==> src/rtl/wdw_pkg.sv <==
package wdw_pkg;

    typedef enum logic [1:0] {
        ST_HOLD   = 2'd0,
        ST_SWITCH = 2'd1,
        ST_CLOSED = 2'd2,
        ST_OPEN   = 2'd3
    } wdw_st_t;

    // synchronized, decoded inputs
    typedef struct packed {
        logic trig;   // one-cycle rising-edge strobe
        logic mode;
        logic tsel;
        logic wake;   // OR of all wake lines
    } wdw_in_t;

    // per-cycle decisions of the sequencer
    typedef struct packed {
        logic good;        // accepted trigger
        logic rst_start;   // reset pulse begins
        logic cyc_start;   // new monitoring cycle begins
        logic long_start;  // new cycle is a long one
    } wdw_evt_t;

    function automatic int max2(input int a, input int b);
        return (a > b) ? a : b;
    endfunction

endpackage

==> src/rtl/wdw_sync.sv <==
module wdw_sync #(
    parameter int W = 1
) (
    input  logic         clk,
    input  logic         rst,
    input  logic [W-1:0] d,
    output logic [W-1:0] q
);
    for (genvar i = 0; i < W; i++) begin : g_bit
        logic s1, s2;
        always_ff @(posedge clk) begin
            if (rst) begin
                s1 <= 1'b0;
                s2 <= 1'b0;
            end else begin
                s1 <= d[i];
                s2 <= s1;
            end
        end
        assign q[i] = s2;
    end
endmodule

==> src/rtl/wdw_fsm.sv <==
module wdw_fsm
    import wdw_pkg::*;
#(
    parameter int T_PWRUP = 20,
    parameter int T_RST   = 8,
    parameter int T_SW    = 10,
    parameter int T_SC    = 16,
    parameter int T_SO    = 16,
    parameter int T_LC    = 64,
    parameter int T_LOA   = 48,
    parameter int T_LOB   = 96,
    parameter int CW      = 8
) (
    input  logic     clk,
    input  logic     rst,
    input  wdw_in_t  in_s,
    output wdw_st_t  st,
    output logic     long_q,
    output wdw_evt_t evt
);
    logic [CW-1:0] cnt;
    logic          wk;
    logic [CW-1:0] open_len;

    assign wk = long_q && in_s.wake;

    always_comb begin
        if (!long_q)        open_len = CW'(T_SO - 1);
        else if (in_s.tsel) open_len = CW'(T_LOB - 1);
        else                open_len = CW'(T_LOA - 1);
    end

    always_comb begin
        evt = '0;
        case (st)
            ST_SWITCH: evt.cyc_start = (cnt == '0);
            ST_CLOSED: evt.rst_start = in_s.trig || wk;
            ST_OPEN: begin
                evt.good      = in_s.trig && !wk;
                evt.rst_start = wk || (!in_s.trig && cnt == '0);
                evt.cyc_start = evt.good;
            end
            default: ;
        endcase
        evt.long_start = evt.cyc_start && in_s.mode;
    end

    always_ff @(posedge clk) begin
        if (rst) begin
            st     <= ST_HOLD;
            cnt    <= CW'(T_PWRUP - 1);
            long_q <= 1'b0;
        end else if (evt.rst_start) begin
            st     <= ST_HOLD;
            cnt    <= CW'(T_RST - 1);
            long_q <= 1'b0;
        end else if (evt.cyc_start) begin
            st     <= ST_CLOSED;
            long_q <= in_s.mode;
            cnt    <= in_s.mode ? CW'(T_LC - 1) : CW'(T_SC - 1);
        end else if (cnt == '0) begin
            case (st)
                ST_HOLD: begin
                    st  <= ST_SWITCH;
                    cnt <= CW'(T_SW - 1);
                end
                ST_CLOSED: begin
                    st  <= ST_OPEN;
                    cnt <= open_len;
                end
                default: ;
            endcase
        end else begin
            cnt <= cnt - 1'b1;
        end
    end
endmodule

==> src/rtl/wdw_qual.sv <==
module wdw_qual
    import wdw_pkg::*;
#(
    parameter int N_GOOD = 3,
    parameter int GW     = 2
) (
    input  logic          clk,
    input  logic          rst,
    input  wdw_evt_t      evt,
    input  logic          long_q,
    output logic [GW-1:0] good_cnt,
    output logic          safe_en
);
    always_ff @(posedge clk) begin
        if (rst || evt.rst_start || evt.long_start)
            good_cnt <= '0;
        else if (evt.good && !long_q && good_cnt != GW'(N_GOOD))
            good_cnt <= good_cnt + 1'b1;
    end

    assign safe_en = (good_cnt == GW'(N_GOOD));
endmodule

==> src/rtl/wdog_window.sv <==
module wdog_window
    import wdw_pkg::*;
#(
    parameter int T_PWRUP = 20,
    parameter int T_RST   = 8,
    parameter int T_SW    = 10,
    parameter int T_SC    = 16,
    parameter int T_SO    = 16,
    parameter int T_LC    = 64,
    parameter int T_LOA   = 48,
    parameter int T_LOB   = 96,
    parameter int N_WAKE  = 6,
    parameter int N_GOOD  = 3
) (
    input  logic              clk,
    input  logic              rst,
    input  logic              trig_in,
    input  logic              mode_in,
    input  logic              tsel_in,
    input  logic [N_WAKE-1:0] wake_in,
    output logic              mcu_rst,
    output logic              safe_en
);
    localparam int LMAX = max2(max2(max2(T_PWRUP, T_RST), max2(T_SW, T_SC)),
                               max2(max2(T_SO, T_LC), max2(T_LOA, T_LOB)));
    localparam int CW   = $clog2(LMAX + 1);
    localparam int GW   = $clog2(N_GOOD + 1);
    localparam int SW   = N_WAKE + 3;

    logic [SW-1:0] sync_q;
    logic          trig_d;
    logic          trig_e;
    logic          wake_e;
    wdw_in_t       in_s;
    wdw_st_t       st;
    logic          long_q;
    wdw_evt_t      evt;
    logic [GW-1:0] good_cnt;

    wdw_sync #(.W(SW)) u_sync (
        .clk (clk),
        .rst (rst),
        .d   ({wake_in, tsel_in, mode_in, trig_in}),
        .q   (sync_q)
    );

    always_ff @(posedge clk) begin
        if (rst) trig_d <= 1'b0;
        else     trig_d <= sync_q[0];
    end

    assign trig_e = sync_q[0] & ~trig_d;
    assign wake_e = |sync_q[SW-1:3];
    assign in_s   = '{trig: trig_e, mode: sync_q[1], tsel: sync_q[2], wake: wake_e};

    wdw_fsm #(
        .T_PWRUP(T_PWRUP), .T_RST(T_RST), .T_SW(T_SW), .T_SC(T_SC),
        .T_SO(T_SO), .T_LC(T_LC), .T_LOA(T_LOA), .T_LOB(T_LOB), .CW(CW)
    ) u_fsm (
        .clk    (clk),
        .rst    (rst),
        .in_s   (in_s),
        .st     (st),
        .long_q (long_q),
        .evt    (evt)
    );

    wdw_qual #(.N_GOOD(N_GOOD), .GW(GW)) u_qual (
        .clk      (clk),
        .rst      (rst),
        .evt      (evt),
        .long_q   (long_q),
        .good_cnt (good_cnt),
        .safe_en  (safe_en)
    );

    assign mcu_rst = (st == ST_HOLD);
endmodule

==> config.mk <==
export PLATFORM = sky130hd
export DESIGN_NAME = wdog_window
export DESIGN_NICKNAME = d
export VERILOG_FILES = /design/src/rtl/wdw_pkg.sv /design/src/rtl/wdw_sync.sv /design/src/rtl/wdw_fsm.sv /design/src/rtl/wdw_qual.sv /design/src/rtl/wdog_window.sv
export SDC_FILE = /design/constraint.sdc
export NUM_CORES = 1
export LEC_CHECK = 0
export BUFFER_PORTS_ARGS = -buffer_cell sky130_fd_sc_hd__buf_4
export CAP_MARGIN = 40
export CORE_MARGIN = 8
export CORE_UTILIZATION = 51
export CTS_CLUSTER_SIZE = 25
export DETAILED_ROUTE_END_ITERATION = 8
export PLACE_DENSITY = 0.71
export SYNTH_ARGS = -nofsm -noshare
export SYNTH_HDL_FRONTEND = slang
export SYNTH_SLANG_ARGS = --single-unit
export TNS_END_PERCENT = 20
==> constraint.sdc <==
create_clock -name clk -period 2.2 [get_ports clk]
set_input_delay 0.44 -clock clk [delete_from_list [all_inputs] [get_ports clk]]
set_output_delay 0.44 -clock clk [all_outputs]
set_load 0.01 [all_outputs]
After elaboration in Yosys (flattened, before gate mapping)
Index checks and enable logic that the tools add are counted.
Storage, ports and cells
  bits in registers: 31
  output and inout bits: 2
Cells by class
  add/sub/neg operators: 2
  equal/unequal tests: 7
  mux-type cells: 13
  bitwise operators: 2
  reductions and logical operators: 23
Operator list (number)
  $mux 7: 4
  $pmux 7 s2: 1
  $logic_not 7->1: 1
  $sub 7x1->7 const B: 1
  $eq 2x2->1 const B: 3
  $logic_and 1x1->1: 6
  $mux 6: 1
  $reduce_or 6->1: 1
  $mux 5: 1
  $ne 5x4->1 const B: 1
  $logic_or 1x1->1: 4
  $mux 2: 2
  $ne 4x4->1 const B: 1
  $pmux 1 s2: 2
  $pmux 2 s2: 1
  $reduce_and 2->1: 2
  $reduce_bool 2->1: 2
  $logic_not 1->1: 3
  $reduce_bool 3->1: 1
  $reduce_or 3->1: 1
  $add 2x1->2 const B: 1
  $eq 2x1->1 const B: 1
  $logic_not 2->1: 1
  $ne 2x2->1 const B: 1
  4 further kinds: 4

Depth between registers and ports, before layout
  depth in word-level cells: 8
  depth in mapped cells: 7
  depth with buffers taken out: 7

Modules after synthesis
A second synthesis with hierarchy kept.
Second synthesis, totals
  cell total of the unflattened synthesis: 141
  area total of the unflattened synthesis: 1362.6 um2
Modules (own cells, without submodules)
  wdw_fsm: instances 1, cells an instance 78, area each 635.6 um2, sequential area each 200.2 um2
  wdw_sync: instances 1, cells an instance 46, area each 556.8 um2, sequential area each 360.3 um2
  wdw_qual: instances 1, cells an instance 10, area each 120.1 um2, sequential area each 40.0 um2
  wdog_window: instances 1, cells an instance 7, area each 50.0 um2, sequential area each 20.0 um2

Least setup slack after synthesis
OpenSTA, ideal clock, no wires.
  path type: reg-to-reg
  start point: register u_sync.g_bit[3].s2
  end point: register u_fsm.cnt[4]
  setup time: 0.122 ns
  data arrival time: 1.824 ns
  setup slack: 0.255 ns
  cell stages (with the launch flop): 6
  path through: dfxtp_1 -> or4_1 -> o31a_1 -> o22ai_2 -> a2111oi_1 -> a221o_1
On the way
  word-level cells in the longest chain between the ends: 7
  elaborated cells between the ends (all ways): 11
  classes of those cells: 1 x eq/ne; 4 x mux; 6 x reduce/logical
RTL lines
  start: declaration: RTL line wdw_sync.sv:10  | logic s1, s2;
  start signal: assignment: RTL line wdw_sync.sv:14  | s2 <= 1'b0;
  start signal: assignment: RTL line wdw_sync.sv:17  | s2 <= s1;
  $reduce_or 6->1 *: RTL line wdog_window.sv:53  | assign wake_e = |sync_q[SW-1:3];
  $logic_and 1x1->1 *: RTL line wdw_fsm.sv:25  | assign wk = long_q && in_s.wake;
  $logic_not 1->1: RTL line wdw_fsm.sv:39  | evt.good = in_s.trig && !wk;
  $logic_and 1x1->1: RTL line wdw_fsm.sv:39
  $pmux 1 s2: RTL line wdw_fsm.sv:35  | case (st)
  $mux 7: RTL line wdw_fsm.sv:57  | end else if (evt.cyc_start) begin
  $mux 5: RTL line wdw_fsm.sv:53  | end else if (evt.rst_start) begin
  end signal: assignment: RTL line wdw_fsm.sv:51  | cnt <= CW'(T_PWRUP - 1);
  end signal: assignment: RTL line wdw_fsm.sv:55  | cnt <= CW'(T_RST - 1);
  end signal: assignment: RTL line wdw_fsm.sv:60  | cnt <= in_s.mode ? CW'(T_LC - 1) : CW'(T_SC - 1);
  end: declaration: RTL line wdw_fsm.sv:21  | logic [CW-1:0] cnt;
Mark *: on every way between the ends. The rest lies on a longest branch, timed or not.
A chain may end at the register's enable or synchronous reset.

Worst setup path after layout
  start point: register u_sync.g_bit[3].s2
  end point: register u_fsm.cnt[6]
On the way
  word-level cells in the longest chain between the ends: 6
  elaborated cells between the ends (all ways): 11
  classes of those cells: 1 x eq/ne; 3 x mux; 7 x reduce/logical
RTL lines (RTL line)
  $reduce_or 6->1 *: wdog_window.sv:53
  $logic_and 1x1->1 *: wdw_fsm.sv:25
  $logic_not 1->1: wdw_fsm.sv:39
  $logic_and 1x1->1: wdw_fsm.sv:39
  $pmux 1 s2: wdw_fsm.sv:35
  $ne 4x4->1 (no line) or $mux 7 (tied branches)
Marked as above.

==> results by group <==
Min path
  • Worst hold path class: input pin to flip-flop

Synthesis
  • EDFF count, synth: 0
  • Synth warn: 0
  • Yosys cell types: 32
  • Synth area leaders: dfxtp_1, nor2b_1, ha_1
  • Seq cells post-synth: 31
  • Async S/R FF share, synth: 0
  • Top cell type's share of synthesized area: 0.527
  • Cell accounting for the most synthesized area: dfxtp_1
  • Post-Syn Area per Cell: 10.1 µm²
  • Mapped cell area: 0.00118 mm²
  • Sequential share of the synthesized area: 0.527
  • Synth Net Count: 131
  • Post-synth top flop: dfxtp_1
  • Syn Inst Count: 117

Clock tree
  • Clock Path Buffers: 2
  • Worst-Skew Late Latency: 320 ps
  • CTS tree: yes
  • # clock sinks: 31
  • Clock root buffer master: clkbuf_4
  • Clock transition at path regs: 90 ps
  • H-tree levels: 2
  • TritonCTS buffer count: 5

STA
  • Worst-Margin Slew: 503 ps
  • Fin. Hold Viols: 0
  • Slew margin rel.: 0.662
  • Minimum clock period: 2050 ps
  • Max-slew violation count: 0
  • Final worst-path cycle share: 0.932
  • Final Skew: 4.01 ps
  • Fmax: 488 MHz
  • RSZ-0062 raised after global routing: no
  • Setup violations, final: 0
  • Hold Slack: 321 ps
  • Final setup TNS: 0 ps

Global route
  • Total grt overflow: 0
  • First-pass GRT wire length: 3490 µm
  • GR peak layer: met2
  • Grt met1 use: 0.110
  • Global Route met2 Usage: 0.176
  • Met3 Track Usage GR: 0.0540
  • Total global-route track usage: 0.108
  • Initial antenna violation count: 0
  • Largest net degree at the start of global routing: 23
  • Number of global-route vias before repair: 845

Power
  • Comb power frac: 0.066
  • Clock network power share: 0.358
  • Maximum vdd drop: 494 µV
  • Pwr dens: 750 mW/mm²
  • Int Power: 810 µW
  • Leakage power: 0.000588 µW
  • Psw: 227 µW
  • Sequential share of power: 0.576
  • Switching share of total power: 0.219

Setup path
  • Worst Path Max Fanout: 7
  • Worst EP required: 2420 ps
  • Crit path largest cell delay: 550 ps
  • Crit-path cells: or4_1 > o31a_1 > a2111o_1 > a2111oi_2
  • Startpoint Class: flip-flop
  • Slowest CP cell: a2111o_1
  • Arrival time worst endpoint: 2270 ps
  • Setup crit end kind: flip-flop
  • Critical path class: flip-flop to flip-flop

Floorplan
  • Die area: 0.00411 mm²
  • I/O pins: 13
  • Core area: 0.00219 mm²
  • Die width: 64.1 µm
  • Initial Util: 0.538
  • FP Rows: 17
  • Die Ht: 64.1 µm

Run
  • Max Cap Viol: 0

Route
  • Routed wire length: 1950 µm
  • Avg WL per Cell: 11.9 µm
  • Drt first pass iters: 4
  • Residual DRC: 0
  • Post-DRT Antenna Nets: 0
  • Initial DRC Count: 30
  • Routed via count: 845
  • Vias/cell: 5.15

Placement
  • Port Buffer Count: 12
  • Hpwl dp: 1470 µm
  • Routability cong.: 0.838

Cells and area
  • Layout area overhead: 17.3%
  • Most common cell after layout, fill and taps aside: dfxtp_1
  • ANT cells: 0
  • Share of layout cells above drive strength 1: 0.191
  • Most frequent cells in the layout: dfxtp_1, nor2b_1, buf_4
  • Final Net Count: 149

Run status
  • Status: finished clean
area by class of cell:
| type | instances | area [µm²] |
|---|---|---|
| timing repair buffer | 14 | 105 |
| clock inverter | 1 | 7.51 |
| tap | 28 | 35.0 |
| multi-input combinational | 80 | 538 |
| sequential | 31 | 621 |
| fill | 180 | 808 |
| clock buffer | 7 | 65.1 |
| inverter | 3 | 11.3 |
repair_timing:
| action | 4_1_cts | 5_1_grt |
|---|---|---|
| resized for setup | 0 | 1 |
| buffers inserted | 0 | 0 |
| hold buffers | 0 | 0 |
| endpoints found under the setup margin | 0 | 2 |
sequential cells by signal (all words and copies together) (netlist names):
signal and flops:
u_fsm.cnt 7, u_fsm.st 2, u_sync.g_bit.s2 9, u_sync.g_bit.s1 9, u_qual.good_cnt 2, u_fsm.long_q 1
trig_d 1
cell usage after synthesis, types with 2 or more instances:
| cell | instances |
|---|---|
| clkbuf_1 | 3 |
| nor2b_1 | 22 |
| ha_1 | 3 |
| and2_1 | 3 |
| xor2_1 | 2 |
| a21oi_1 | 4 |
| or3_1 | 2 |
| dfxtp_1 | 31 |
| nor2_1 | 8 |
| mux2i_1 | 2 |
| inv_1 | 3 |
| nor3_1 | 3 |
| xnor2_1 | 3 |
| o21ai_0 | 2 |
| nand2_1 | 9 |
worst max-delay path, delay by kind of cell (launching register included):
family	cells	cell delay, ps
AOI/OAI and AO/OA	3	1150
and+or+nand+nor	1	500
DFF	1	310
metrics by stage:
step / instance area [µm²] / std cells / setup slack (ps) / power [µW] / utilization
3_3_place_gp: 1310 / 156 / 168 / 676 / 0.597
2_1_floorplan: 1180 / 117 / 255 / 654 / -
5_1_grt: 1380 / 164 / 42.3 / 1090 / 0.631
6_report: 1380 / 164 / 149 / 1040 / 0.631
3_5_place_dp: 1310 / 156 / 135 / 680 / 0.597
4_1_cts: 1380 / 164 / 113 / 1050 / 0.630
power groups by stage:
stage | registers (µW) | clock network, µW | logic (µW)
finish | 597 | 371 | 68.6
global route | 601 | 408 | 78.3
CTS | 598 | 382 | 69.8
detailed placement | 611 | 0 | 69.3
global placement | 610 | 0 | 66.6
floorplan | 607 | 0 | 46.8
layer usage:
metal / vias to the layer above / routed length [µm] / share of wire
met2: 18 / 976 / 0.50
met5: - / 0 / 0
met1: 388 / 853 / 0.44
li1: 435 / - / -
met4: 0 / 32 / 0.016
met3: 4 / 91 / 0.047
cells by family (layout without fill, tap and decap cells):
kind of cell,count (synthesis),after routing,share of synthesized area
AO/OA/AOI/OAI,18,18,0.122
XOR/XNOR,5,5,0.0372
multiplexers,2,2,0.0170
adder cells (fa/ha/maj),3,3,0.0319
buffers and inverters,6,25,0.0191
AND/OR/NAND/NOR,52,52,0.246
flip-flops,31,31,0.527
path summary, 6_finish.rpt:
check | startpoint | end | slack, ps | cells past startpoint
worst max-delay path | u_sync.g_bit[3].s2 | u_fsm.cnt[6] | 150 | 4
worst min-delay path | wake_in[0] | u_sync.g_bit[3].s1 | 320 | 2
worst max register to register | u_sync.g_bit[3].s2 | u_fsm.cnt[6] | 150 | 4
worst min register to register | u_sync.g_bit[2].s1 | u_sync.g_bit[2].s2 | 440 | 1
Power figures use the tool's default switching activity.
